`src/rtl/rhf_sched_pkg.sv`:
```
package rhf_sched_pkg;

  // Bank visited at step k of a scan that starts at ptr.
  function automatic int rr_slot(input int ptr, input int k, input int n);
    return (ptr + k) % n;
  endfunction

  // Pending-count update: one accept and one dispatch together cancel.
  function automatic int pend_next(input int cur, input logic inc, input logic dec);
    return cur + (inc ? 1 : 0) - (dec ? 1 : 0);
  endfunction

  // Hysteresis between read mode (0) and write mode (1).
  function automatic logic wr_mode_next(input logic cur, input int pend,
                                        input int hi, input int lo);
    if (!cur && pend >= hi) return 1'b1;
    if (cur && pend < lo)   return 1'b0;
    return cur;
  endfunction

endpackage

```
`src/rtl/rhf_bank_store.sv`:
```
module rhf_bank_store #(
  parameter int DEPTH    = 4,
  parameter int ROW_W    = 4,
  parameter int TAG_W    = 8,
  parameter bit SPLIT_WR = 1'b1
) (
  input  logic             clk,
  input  logic             rst_n,
  input  logic             push_i,
  input  logic [ROW_W-1:0] push_row_i,
  input  logic             push_wr_i,
  input  logic [TAG_W-1:0] push_tag_i,
  input  logic             pop_i,
  input  logic             cls_i,
  input  logic [ROW_W-1:0] open_row_i,
  output logic             full_o,
  output logic             cand_o,
  output logic [ROW_W-1:0] pick_row_o,
  output logic             pick_wr_o,
  output logic [TAG_W-1:0] pick_tag_o,
  output logic             pick_hit_o
);
  localparam int IDX_W = $clog2(DEPTH);

  // Entries are packed from index 0 (oldest) upward.
  logic [DEPTH-1:0] ent_v, ent_wr;
  logic [ROW_W-1:0] ent_row [DEPTH];
  logic [TAG_W-1:0] ent_tag [DEPTH];
  logic [DEPTH-1:0] n_v, n_wr;
  logic [ROW_W-1:0] n_row [DEPTH];
  logic [TAG_W-1:0] n_tag [DEPTH];

  // One chosen row per class (0 = read queue, 1 = write queue).
  logic [1:0]       sel_v;
  logic [ROW_W-1:0] sel_row [2];

  logic [DEPTH-1:0] any_c, m_sel, m_open, pick_vec;
  logic             use_sel, use_open, found, keep_sel, placed;
  logic [IDX_W-1:0] pick_idx;

  always_comb begin
    for (int i = 0; i < DEPTH; i++) begin
      any_c[i]  = ent_v[i] && ((SPLIT_WR ? ent_wr[i] : 1'b0) == cls_i);
      m_sel[i]  = any_c[i] && sel_v[cls_i] && (ent_row[i] == sel_row[cls_i]);
      m_open[i] = any_c[i] && (ent_row[i] == open_row_i);
    end
  end

  always_comb begin
    use_sel  = sel_v[cls_i] && (|m_sel);
    use_open = !use_sel && (|m_open);
    pick_vec = use_sel ? m_sel : (use_open ? m_open : any_c);
    pick_idx = '0;
    found    = 1'b0;
    for (int i = 0; i < DEPTH; i++) begin
      if (pick_vec[i] && !found) begin
        pick_idx = IDX_W'(i);
        found    = 1'b1;
      end
    end
  end

  assign cand_o     = |any_c;
  assign full_o     = &ent_v;
  assign pick_row_o = ent_row[pick_idx];
  assign pick_wr_o  = ent_wr[pick_idx];
  assign pick_tag_o = ent_tag[pick_idx];
  assign pick_hit_o = use_sel || use_open;

  // Does the chosen row still have work after this dispatch?
  always_comb begin
    keep_sel = 1'b0;
    for (int i = 0; i < DEPTH; i++) begin
      if (any_c[i] && ent_row[i] == pick_row_o && i != int'(pick_idx)) keep_sel = 1'b1;
    end
  end

  // Remove the picked entry by compaction, then append the new one.
  always_comb begin
    n_v   = ent_v;
    n_wr  = ent_wr;
    n_row = ent_row;
    n_tag = ent_tag;
    if (pop_i) begin
      for (int i = 0; i < DEPTH - 1; i++) begin
        if (i >= int'(pick_idx)) begin
          n_v[i]   = ent_v[i+1];
          n_wr[i]  = ent_wr[i+1];
          n_row[i] = ent_row[i+1];
          n_tag[i] = ent_tag[i+1];
        end
      end
      n_v[DEPTH-1] = 1'b0;
    end
    placed = 1'b0;
    if (push_i) begin
      for (int i = 0; i < DEPTH; i++) begin
        if (!n_v[i] && !placed) begin
          n_v[i]   = 1'b1;
          n_wr[i]  = push_wr_i;
          n_row[i] = push_row_i;
          n_tag[i] = push_tag_i;
          placed   = 1'b1;
        end
      end
    end
  end

  always_ff @(posedge clk) begin
    if (!rst_n) begin
      ent_v  <= '0;
      ent_wr <= '0;
      sel_v  <= '0;
      for (int i = 0; i < DEPTH; i++) begin
        ent_row[i] <= '0;
        ent_tag[i] <= '0;
      end
      for (int c = 0; c < 2; c++) sel_row[c] <= '0;
    end else begin
      ent_v  <= n_v;
      ent_wr <= n_wr;
      ent_row <= n_row;
      ent_tag <= n_tag;
      if (pop_i) begin
        sel_v[cls_i]   <= keep_sel;
        sel_row[cls_i] <= pick_row_o;
      end
    end
  end

  AST_NO_OVERFLOW: assert property (@(posedge clk) disable iff (!rst_n)
    push_i |-> !full_o || pop_i);
  AST_HIT_OPEN_ROW: assert property (@(posedge clk) disable iff (!rst_n)
    pop_i && pick_hit_o && !sel_v[cls_i] |-> pick_row_o == open_row_i);
  AST_STICKY_ROW: assert property (@(posedge clk) disable iff (!rst_n)
    pop_i && sel_v[cls_i] |-> pick_row_o == sel_row[cls_i] && pick_hit_o);

endmodule

```
`src/rtl/rhf_rr_pick.sv`:
```
module rhf_rr_pick
  import rhf_sched_pkg::*;
#(
  parameter  int N = 4,
  localparam int W = $clog2(N)
) (
  input  logic [N-1:0] req_i,
  input  logic [W-1:0] ptr_i,
  output logic [N-1:0] gnt_o,
  output logic [W-1:0] idx_o,
  output logic         any_o
);
  always_comb begin
    gnt_o = '0;
    idx_o = '0;
    any_o = 1'b0;
    for (int k = 0; k < N; k++) begin
      if (!any_o && req_i[rr_slot(int'(ptr_i), k, N)]) begin
        any_o = 1'b1;
        idx_o = W'(rr_slot(int'(ptr_i), k, N));
        gnt_o[rr_slot(int'(ptr_i), k, N)] = 1'b1;
      end
    end
  end
endmodule

```
`src/rtl/rhf_dram_sched.sv`:
```
module rhf_dram_sched
  import rhf_sched_pkg::*;
#(
  parameter  int NUM_BANKS  = 4,
  parameter  int BANK_DEPTH = 4,
  parameter  int ROW_W      = 4,
  parameter  int TAG_W      = 8,
  parameter  bit SPLIT_WR   = 1'b1,
  parameter  int RD_CAP     = 8,
  parameter  int WR_CAP     = 6,
  parameter  int WR_HI      = 4,
  parameter  int WR_LO      = 2,
  parameter  int STAT_W     = 8,
  localparam int BANK_W     = $clog2(NUM_BANKS)
) (
  input  logic                       clk,
  input  logic                       rst_n,
  input  logic                       in_valid,
  output logic                       in_ready,
  input  logic [BANK_W-1:0]          in_bank,
  input  logic [ROW_W-1:0]           in_row,
  input  logic                       in_wr,
  input  logic [TAG_W-1:0]           in_tag,
  input  logic [NUM_BANKS-1:0]       bank_idle,
  input  logic [NUM_BANKS*ROW_W-1:0] open_row,
  output logic                       disp_valid,
  output logic [BANK_W-1:0]          disp_bank,
  output logic [ROW_W-1:0]           disp_row,
  output logic                       disp_wr,
  output logic [TAG_W-1:0]           disp_tag,
  output logic                       disp_hit,
  output logic [STAT_W-1:0]          hit_count,
  output logic [STAT_W-1:0]          act_count
);
  localparam int RD_CW = $clog2(RD_CAP + 1);
  localparam int WR_CW = $clog2(WR_CAP + 1);

  logic [RD_CW-1:0]     rd_cnt;
  logic [WR_CW-1:0]     wr_cnt;
  logic [BANK_W-1:0]    prio_q;
  logic                 wr_mode_q, wr_mode_now;
  logic [NUM_BANKS-1:0] bank_full, bank_cand, bank_req, gnt, push_b;
  logic [ROW_W-1:0]     pick_row_a [NUM_BANKS];
  logic [TAG_W-1:0]     pick_tag_a [NUM_BANKS];
  logic [NUM_BANKS-1:0] pick_wr_a, pick_hit_a;
  logic                 in_cls, cls_full, accept, disp_cls;

  assign wr_mode_now = SPLIT_WR ? wr_mode_next(wr_mode_q, int'(wr_cnt), WR_HI, WR_LO) : 1'b0;
  assign in_cls      = SPLIT_WR ? in_wr : 1'b0;
  assign cls_full    = in_cls ? (int'(wr_cnt) >= WR_CAP) : (int'(rd_cnt) >= RD_CAP);
  assign in_ready    = !bank_full[in_bank] && !cls_full;
  assign accept      = in_valid && in_ready;

  for (genvar g = 0; g < NUM_BANKS; g++) begin : g_bank
    assign push_b[g]   = accept && (in_bank == BANK_W'(g));
    assign bank_req[g] = bank_cand[g] && bank_idle[g];
    rhf_bank_store #(
      .DEPTH(BANK_DEPTH), .ROW_W(ROW_W), .TAG_W(TAG_W), .SPLIT_WR(SPLIT_WR)
    ) store_i (
      .clk        (clk),
      .rst_n      (rst_n),
      .push_i     (push_b[g]),
      .push_row_i (in_row),
      .push_wr_i  (in_wr),
      .push_tag_i (in_tag),
      .pop_i      (gnt[g]),
      .cls_i      (wr_mode_now),
      .open_row_i (open_row[g*ROW_W +: ROW_W]),
      .full_o     (bank_full[g]),
      .cand_o     (bank_cand[g]),
      .pick_row_o (pick_row_a[g]),
      .pick_wr_o  (pick_wr_a[g]),
      .pick_tag_o (pick_tag_a[g]),
      .pick_hit_o (pick_hit_a[g])
    );
  end

  rhf_rr_pick #(.N(NUM_BANKS)) arb_i (
    .req_i (bank_req),
    .ptr_i (prio_q),
    .gnt_o (gnt),
    .idx_o (disp_bank),
    .any_o (disp_valid)
  );

  assign disp_row = pick_row_a[disp_bank];
  assign disp_wr  = pick_wr_a[disp_bank];
  assign disp_tag = pick_tag_a[disp_bank];
  assign disp_hit = pick_hit_a[disp_bank];
  assign disp_cls = SPLIT_WR ? disp_wr : 1'b0;

  always_ff @(posedge clk) begin
    if (!rst_n) begin
      rd_cnt    <= '0;
      wr_cnt    <= '0;
      prio_q    <= '0;
      wr_mode_q <= 1'b0;
      hit_count <= '0;
      act_count <= '0;
    end else begin
      rd_cnt    <= RD_CW'(pend_next(int'(rd_cnt), accept && !in_cls, disp_valid && !disp_cls));
      wr_cnt    <= WR_CW'(pend_next(int'(wr_cnt), accept && in_cls, disp_valid && disp_cls));
      wr_mode_q <= wr_mode_now;
      if (disp_valid) begin
        prio_q <= BANK_W'(rr_slot(int'(prio_q), 1, NUM_BANKS));
        if (disp_hit && hit_count != '1)  hit_count <= hit_count + 1'b1;
        if (!disp_hit && act_count != '1) act_count <= act_count + 1'b1;
      end
    end
  end

  AST_ONE_GRANT: assert property (@(posedge clk) disable iff (!rst_n)
    $onehot0(gnt));
  AST_GRANT_IDLE: assert property (@(posedge clk) disable iff (!rst_n)
    disp_valid |-> bank_idle[disp_bank] && gnt[disp_bank]);
  AST_PTR_STEP: assert property (@(posedge clk) disable iff (!rst_n)
    disp_valid |=> int'(prio_q) == rr_slot(int'($past(prio_q)), 1, NUM_BANKS));
  AST_PTR_HOLD: assert property (@(posedge clk) disable iff (!rst_n)
    !disp_valid |=> $stable(prio_q));
  AST_RD_BOUND: assert property (@(posedge clk) disable iff (!rst_n)
    int'(rd_cnt) <= RD_CAP);
  AST_WR_BOUND: assert property (@(posedge clk) disable iff (!rst_n)
    int'(wr_cnt) <= WR_CAP);
  AST_MODE_ENTER: assert property (@(posedge clk) disable iff (!rst_n)
    $rose(wr_mode_q) |-> int'($past(wr_cnt)) >= WR_HI);
  AST_MODE_LEAVE: assert property (@(posedge clk) disable iff (!rst_n)
    $fell(wr_mode_q) |-> int'($past(wr_cnt)) < WR_LO);
  AST_MODE_CLASS: assert property (@(posedge clk) disable iff (!rst_n)
    disp_valid && SPLIT_WR |-> disp_wr == wr_mode_now);
  AST_HIT_SAT: assert property (@(posedge clk) disable iff (!rst_n)
    hit_count == '1 |=> hit_count == '1);
  AST_ACT_SAT: assert property (@(posedge clk) disable iff (!rst_n)
    act_count == '1 |=> act_count == '1);

endmodule

```
`config.mk`:
```
export PLATFORM = sky130hd
export DESIGN_NAME = rhf_dram_sched
export DESIGN_NICKNAME = d
export VERILOG_FILES = /design/src/rtl/rhf_sched_pkg.sv /design/src/rtl/rhf_bank_store.sv /design/src/rtl/rhf_rr_pick.sv /design/src/rtl/rhf_dram_sched.sv
export SDC_FILE = /design/constraint.sdc
export NUM_CORES = 1
export LEC_CHECK = 0
export ABC_AREA = 0
export BUFFER_PORTS_ARGS = -buffer_cell sky130_fd_sc_hd__buf_2
export CORE_MARGIN = 2
export CORE_UTILIZATION = 63
export DETAILED_ROUTE_END_ITERATION = 7
export GPL_TIMING_DRIVEN = 0
export HOLD_SLACK_MARGIN = 0.12
export PLACE_DENSITY = 0.81
export SLEW_MARGIN = 10
export SYNTH_ARGS = -nofsm -noshare
export SYNTH_HDL_FRONTEND = slang
export SYNTH_SLANG_ARGS = --single-unit
export TNS_END_PERCENT = 50
```
`constraint.sdc`:
```
create_clock -name clk -period 5.8 [get_ports clk]
set_input_delay 0.87 -clock clk [delete_from_list [all_inputs] [get_ports clk]]
set_output_delay 0.87 -clock clk [all_outputs]
set_load 0.005 [all_outputs]
```
# Word level (Yosys, flattened, before mapping)
# Memories as Yosys holds them, arrays and structs flattened.
# Cells that the tools add are included.
[word_totals]
regBits = 258
ram_bits = 32
input_bits = 38
out_inout_bits = 34
wordCells = 771
mem_count = 4
[memory_table]
columns = ["memory", "words", "word_bits", "read_ports", "rd_clocked_by_memory_dff", "write_ports", "line", "rtl"]
rows = [
  ["g_bank[0].store_i.sel_row", 2, 4, 1, 0, 2, "rhf_bank_store.sv:35", "logic [ROW_W-1:0] sel_row [2];"],
  ["g_bank[1].store_i.sel_row", 2, 4, 1, 0, 2, "rhf_bank_store.sv:35", ""],
  ["g_bank[2].store_i.sel_row", 2, 4, 1, 0, 2, "rhf_bank_store.sv:35", ""],
  ["g_bank[3].store_i.sel_row", 2, 4, 1, 0, 2, "rhf_bank_store.sv:35", ""],
]
[classes]
n_addsub = 9
magnitude_cmp = 37
n_eq_ne = 81
muxes = 334
bitwise = 11
reduce_logical = 241
[op_table]
columns = ["operator", "n"]
rows = [
  ["8-bit 2-to-1 mux", 38],
  ["4-bit 2-to-1 mux", 62],
  ["4-bit equality test", 48],
  ["1-bit 2-to-1 mux", 168],
  ["1-bit logical AND", 154],
  ["32-bit 2-to-1 mux", 4],
  ["24-bit 2-to-1 mux", 4],
  ["8-bit binary-select mux with 2-bit select", 5],
  ["16-bit 2-to-1 mux", 4],
  ["4-bit OR reduction", 16],
  ["1-bit zero test", 49],
  ["12-bit 2-to-1 mux", 4],
  ["4-bit binary-select mux with 2-bit select", 5],
  ["2-bit 2-to-1 mux", 12],
  ["3-bit 2-to-1 mux", 8],
  ["1-bit binary-select mux with 2-bit select", 11],
  ["3-bit >= comparator, second input constant", 7],
  ["2-bit by 3-bit less-than comparator with 1-bit output, second input constant", 7],
  ["8-bit by 1-bit adder with 8-bit output, second input constant", 2],
  ["1-bit equality test", 16],
  ["1-bit by 2-bit >= comparator with 1-bit output, first input constant", 8],
  ["2-bit inequality test, first input constant", 8],
  ["8-bit inequality test, second input constant", 2],
  ["4-bit AND reduction", 4],
  ["28 further kinds", 67],
]

# Depth between registers and ports, before layout
[logic_depth]
depth_word = 43
mapped_depth = 26
ltp_nobuf = 22

# By module
# Synthesis repeated with hierarchy kept, for this count alone.
[hier_totals]
cells_unflattened = 2377
area_unflattened_um2 = 20465.9
[modules_own_cells]
columns = ["module", "instances", "cells_each", "area_per_inst_um2", "seq_area_each_um2"]
rows = [
  ["rhf_bank_store", 4, 538, 4558.1, 1401.3],
  ["rhf_dram_sched", 1, 180, 1814.2, 520.5],
  ["rhf_rr_pick", 1, 45, 419.2, 0.0],
]

# Worst setup path after synthesis
# Ideal clock, no wire load.
[synth_timing]
path_kind = "flip-flop to flip-flop"
startpoint = "reg wr_cnt[2]"
endpoint = "reg wr_cnt[2]"
setup_time_ps = 128
arrival_ps = 4778
required_time_ps = 5672
slack_ps = 894
stages_incl_launch_ff = 24
n_path_buf = 4
period_less_slack_ps = 4906
cell_sequence = "dfxtp_1 inv_1 ha_1 and2_1 buf_6 buf_4 buf_2 o21ai_1 nand2_1 xnor2_1 or4_4 a311oi_2 a211oi_1 clkbuf_1 a221o_1 o211ai_1 o21ai_0 and2_1 ha_1 inv_1 ha_1 fa_1 xor2_1 nor2_1"
[synth_via]
elab_chain_cells = 33
elab_cells_between_ends = 248
classes_between = "add/sub (2); order compare (3); eq/ne (32); mux (78); reduce/logical (129); memory (4)"
[synth_rtl]
columns = ["item", "line", "rtl"]
rows = [
  ["from (decl)", "rhf_dram_sched.sv:39", "logic [WR_CW-1:0] wr_cnt;"],
  ["from (signal assigned)", "rhf_dram_sched.sv:102", "wr_cnt <= WR_CW'(pend_next(int'(wr_cnt), accept && in_cls, disp_valid && disp_cls));"],
  ["3-bit by 2-bit less-than comparator with 1-bit output", "rhf_sched_pkg.sv:17", "if (cur && pend < lo) return 1'b0;"],
  ["1-bit logical AND", "rhf_sched_pkg.sv:17", ""],
  ["1-bit 2-to-1 mux (2 in a row)", "rhf_sched_pkg.sv:17", ""],
  ["1-bit 2-to-1 mux", "rhf_sched_pkg.sv:18", "return cur;"],
  ["1-bit 2-to-1 mux *", "rhf_sched_pkg.sv:17", ""],
  ["parallel branches: the longest is 22 deep, another holds memory read 2 x 4 bit", "n/a", ""],
  ["1-bit binary-select mux with 2-bit select *", "rhf_dram_sched.sv:87", "assign disp_wr = pick_wr_a[disp_bank];"],
  ["1-bit 2-to-1 mux (not written as such) *", "rhf_dram_sched.sv:87", ""],
  ["named net disp_wr", "rhf_dram_sched.sv:29", "output logic disp_wr,"],
  ["1-bit logical AND *", "rhf_dram_sched.sv:102", ""],
  ["1-bit 2-to-1 mux *", "rhf_sched_pkg.sv:10", "return cur + (inc ? 1 : 0) - (dec ? 1 : 0);"],
  ["3-bit by 1-bit subtractor with 3-bit output *", "rhf_sched_pkg.sv:10", ""],
]
# Mark *: on every way through the listed nets, which the timed path passes. The select of a mux whose other input is x is not followed.
# A chain may end at the register's enable or synchronous reset.

# Worst setup path in the final report
[layout_timing]
startpoint = "reg wr_cnt[2]"
endpoint = "out disp_row[1]"
[layout_via]
elab_chain_cells = 33
elab_cells_between_ends = 246
classes_between = "order compare (2); eq/ne (32); mux (79); bitwise (5); reduce/logical (124); memory (4)"
[layout_rtl]
columns = ["item", "line", "rtl"]
rows = [
  ["3-bit by 2-bit less-than comparator with 1-bit output", "rhf_sched_pkg.sv:17", ""],
  ["1-bit logical AND", "rhf_sched_pkg.sv:17", ""],
  ["1-bit 2-to-1 mux (2 in a row)", "rhf_sched_pkg.sv:17", ""],
  ["1-bit 2-to-1 mux", "rhf_sched_pkg.sv:18", ""],
  ["1-bit 2-to-1 mux *", "rhf_sched_pkg.sv:17", ""],
  ["parallel branches: the longest is 24 deep, another holds memory read 2 x 4 bit", "n/a", ""],
  ["4-bit binary-select mux with 2-bit select *", "rhf_dram_sched.sv:86", "assign disp_row = pick_row_a[disp_bank];"],
  ["4-bit 2-to-1 mux (not written as such) * (2 in a row)", "rhf_dram_sched.sv:86", ""],
  ["to (decl)", "rhf_dram_sched.sv:28", "output logic [ROW_W-1:0] disp_row,"],
]
# Every way passes the cells marked *. The select of a mux whose other input is x is not followed.

==> impl_metrics.ini <==
[status]
status = finished, violations left
violations = setup timing

[route]
vias = 20244
drtIter0Drc = 3320
drc = 0
wl_per_cell_um = 26.2
wirelength_um = 74900
drtPass1Iterations = 7
ant_nets = 0
viasPerCell = 7.09

[layout]
multi_input_area_um2 = 12300
layout-drive-gt1-share_pct = 15.8
fill_cells = 2358
seq_area_um2 = 6130
nNetsFinal = 2500
area_delta_synth_final_pct = 12.8

[clock_network]
htree_num_levels = 1
insertion_delay_ps = 590
cts_tree = yes
cts_buffers = 31
cts_root_buffer = clkbuf_16
cts.sinks = 290
clk_pin_slew_ps = 70
clockBufferDepth = 3

[synth]
ys_ff_latch = 290
ys_seq_area_share_pct = 32.0
syn_avg_cell_area_um2 = 8.20
synth_nets = 2395
synth.most_common_cell = dfxtp_1
synth_area_um2 = 19200
synth_area_leaders = dfxtp_1 (27%), mux2i_1 (7.0%), edfxtp_1 (5.0%)
synthTopCellsByCount = dfxtp_1 (258), nor2_1 (214), o21ai_0 (171), nand2_1 (159), nand3_1 (155)
synth-edff-count = 32
synth_cell_types = 104
ys.flop_type = dfxtp_1
syn_inst = 2337
yosysTopAreaCell = dfxtp_1
synth_top_area_share_pct = 27.0
synthArstFlopShare_pct = 0
ys_warn_count = 0

[grt]
antenna_found_initial = 2
grt_usage_pct = 45.7
grt_remaining_overflow = 0
grt_pass1_vias = 18764
grt_max_degree = 16
grt_first_pass_wirelength_um = 110000

[floorplanning]
core_area_um2 = 29800
fp-row-count = 63
die_w_um = 178
die_y_um = 178
start_util_pct = 64.3
io-pin-count = 72
die_area_um2 = 31800

[timing]
fin_setup_tns_ps = -123
setup_violations = 4
slew_headroom_pct = 11.0
drv_slew = 0
period_needed_ps = 5850
fmax_mhz = 171
rsz0062_at_grt = true
min_period_over_period_pct = 101
fin_skew_ps = 26.5
worst_slack_ps = -54.0
tightest_slew_ps = 1320
finalHoldViolations = 0
hold_slack_ps = 489

[setup_path]
worstSetupStartpointType = register
critPathCaptureType = output pin
worstPathMaxFanout = 10
arrival_ps = 4980
reg2regPathDepth = 22
critPathKind = reg2out
required_ps = 4930

[placement]
gp_congestion = 1.05
dp_hpwl_um = 52600
io_buffers = 58

[power_and_ir_drop]
power_density_nw_per_um2 = 324
ir_drop_v = 0.000261
power_leakage_nw = 8.28
fin_total_pwr_mw = 6.99

[job]
drv_cap = 0

[hold_path]
min_path_type = reg2reg
hold_depth = 2
-- per-stage QoR --
| stage | setup slack (ps) | instance area (um^2) | utilization [%] | std cells |
|---|---|---|---|---|
| after floorplan | 894 | 19200 | - | 2337 |
| after detailed placement | -1160 | 19900 | 66.9 | 2785 |
| after global placement | -1100 | 19900 | 66.9 | 2785 |
| after global routing | -19.1 | 21600 | 72.5 | 2853 |
| after CTS | -7.12 | 21400 | 71.8 | 2849 |
| final | -54.0 | 21600 | 72.5 | 2854 |
-- registers in the layout, indices dropped and copies added (netlist names) --
register                cells
act_count                   8
g_bank.store_i.ent_row     64
g_bank.store_i.ent_tag    128
g_bank.store_i.ent_v       16
g_bank.store_i.ent_wr      16
g_bank.store_i.sel_row     32
g_bank.store_i.sel_v        8
hit_count                   8
prio_q                      2
rd_cnt                      4
wr_cnt                      3
wr_mode_q                   1
-- final timing paths --
path                           startpoint                      endpoint  slack (ps)
min          g_bank[1].store_i.ent_tag[2]  g_bank[1].store_i.ent_tag[2]         490
min reg2reg  g_bank[1].store_i.ent_tag[2]  g_bank[1].store_i.ent_tag[2]         490
max reg2reg                     wr_mode_q                     wr_cnt[2]         230
max                             wr_cnt[2]                   disp_row[1]         -50
-- layout make-up --
type,count,share of cell area [%]
diodes,1,0.0116
plain buffers,186,4.35
clock buffers,42,4.06
clock inverters,12,0.689
inverters,85,1.49
multi-input cells,1774,56.8
flip-flops and latches,290,28.3
well taps,390,2.26
repair buffers,74,1.96
-- repair_timing --
action	CTS	global route
resized for setup	92	49
hold buffers	0	0
setup buffers	10	6
endpoints found under the hold margin	0	0
pin swaps	9	11
setup endpoints to repair	23	19
-- layer usage --
layer  vias to the layer above  wire length (um)  GRT usage [%]
li1                       8780                 -              -
met1                      9509             27400           58.1
met2                      1597             32200           69.8
met3                       356             10200           11.7
met4                         2              5100           27.5
met5                         -                10              0
-- worst max-delay path: stages, from the launching register on --
cell and delay, ps:
dfxtp_2 380, inv_1 80, ha_4 170, and2_1 140, buf_6 150, or3_1 370, and3_1 290, o41ai_4 560
buf_4 220, a2111oi_2 80, a211oi_4 340, clkbuf_4 330, buf_2 330, clkbuf_4 330, a211oi_2 150, a21oi_1 290
buf_2 180
-- power breakdown --
| part | total [mW] | internal, mW | switching (mW) |
|---|---|---|---|
| Combinational | 2.71 | 0.955 | 1.75 |
| Sequential | 2.23 | 2.13 | 0.0980 |
| Clock | 2.06 | 1.19 | 0.867 |
-- logic make-up after synthesis --
group	count (synthesis)	synth area share, %
fa+ha+maj	20	1.38
buf+inv	273	6.23
simple gates	785	20.1
flops	290	32.0
mux	218	12.1
xor+xnor	139	6.36
compound gates	612	21.9
-- cell usage in the layout (no fill, tap or decap), types with 81 or more instances in the layout --
cell and count:
a21oi_1 87, buf_2 93, clkbuf_1 105, dfxtp_1 257, inv_1 81, mux2_2 81, mux2i_1 127, nand2_1 157
nand3_1 149, nor2_1 211, o21ai_0 158
Note: power is estimated with default switching activity, not from simulation.
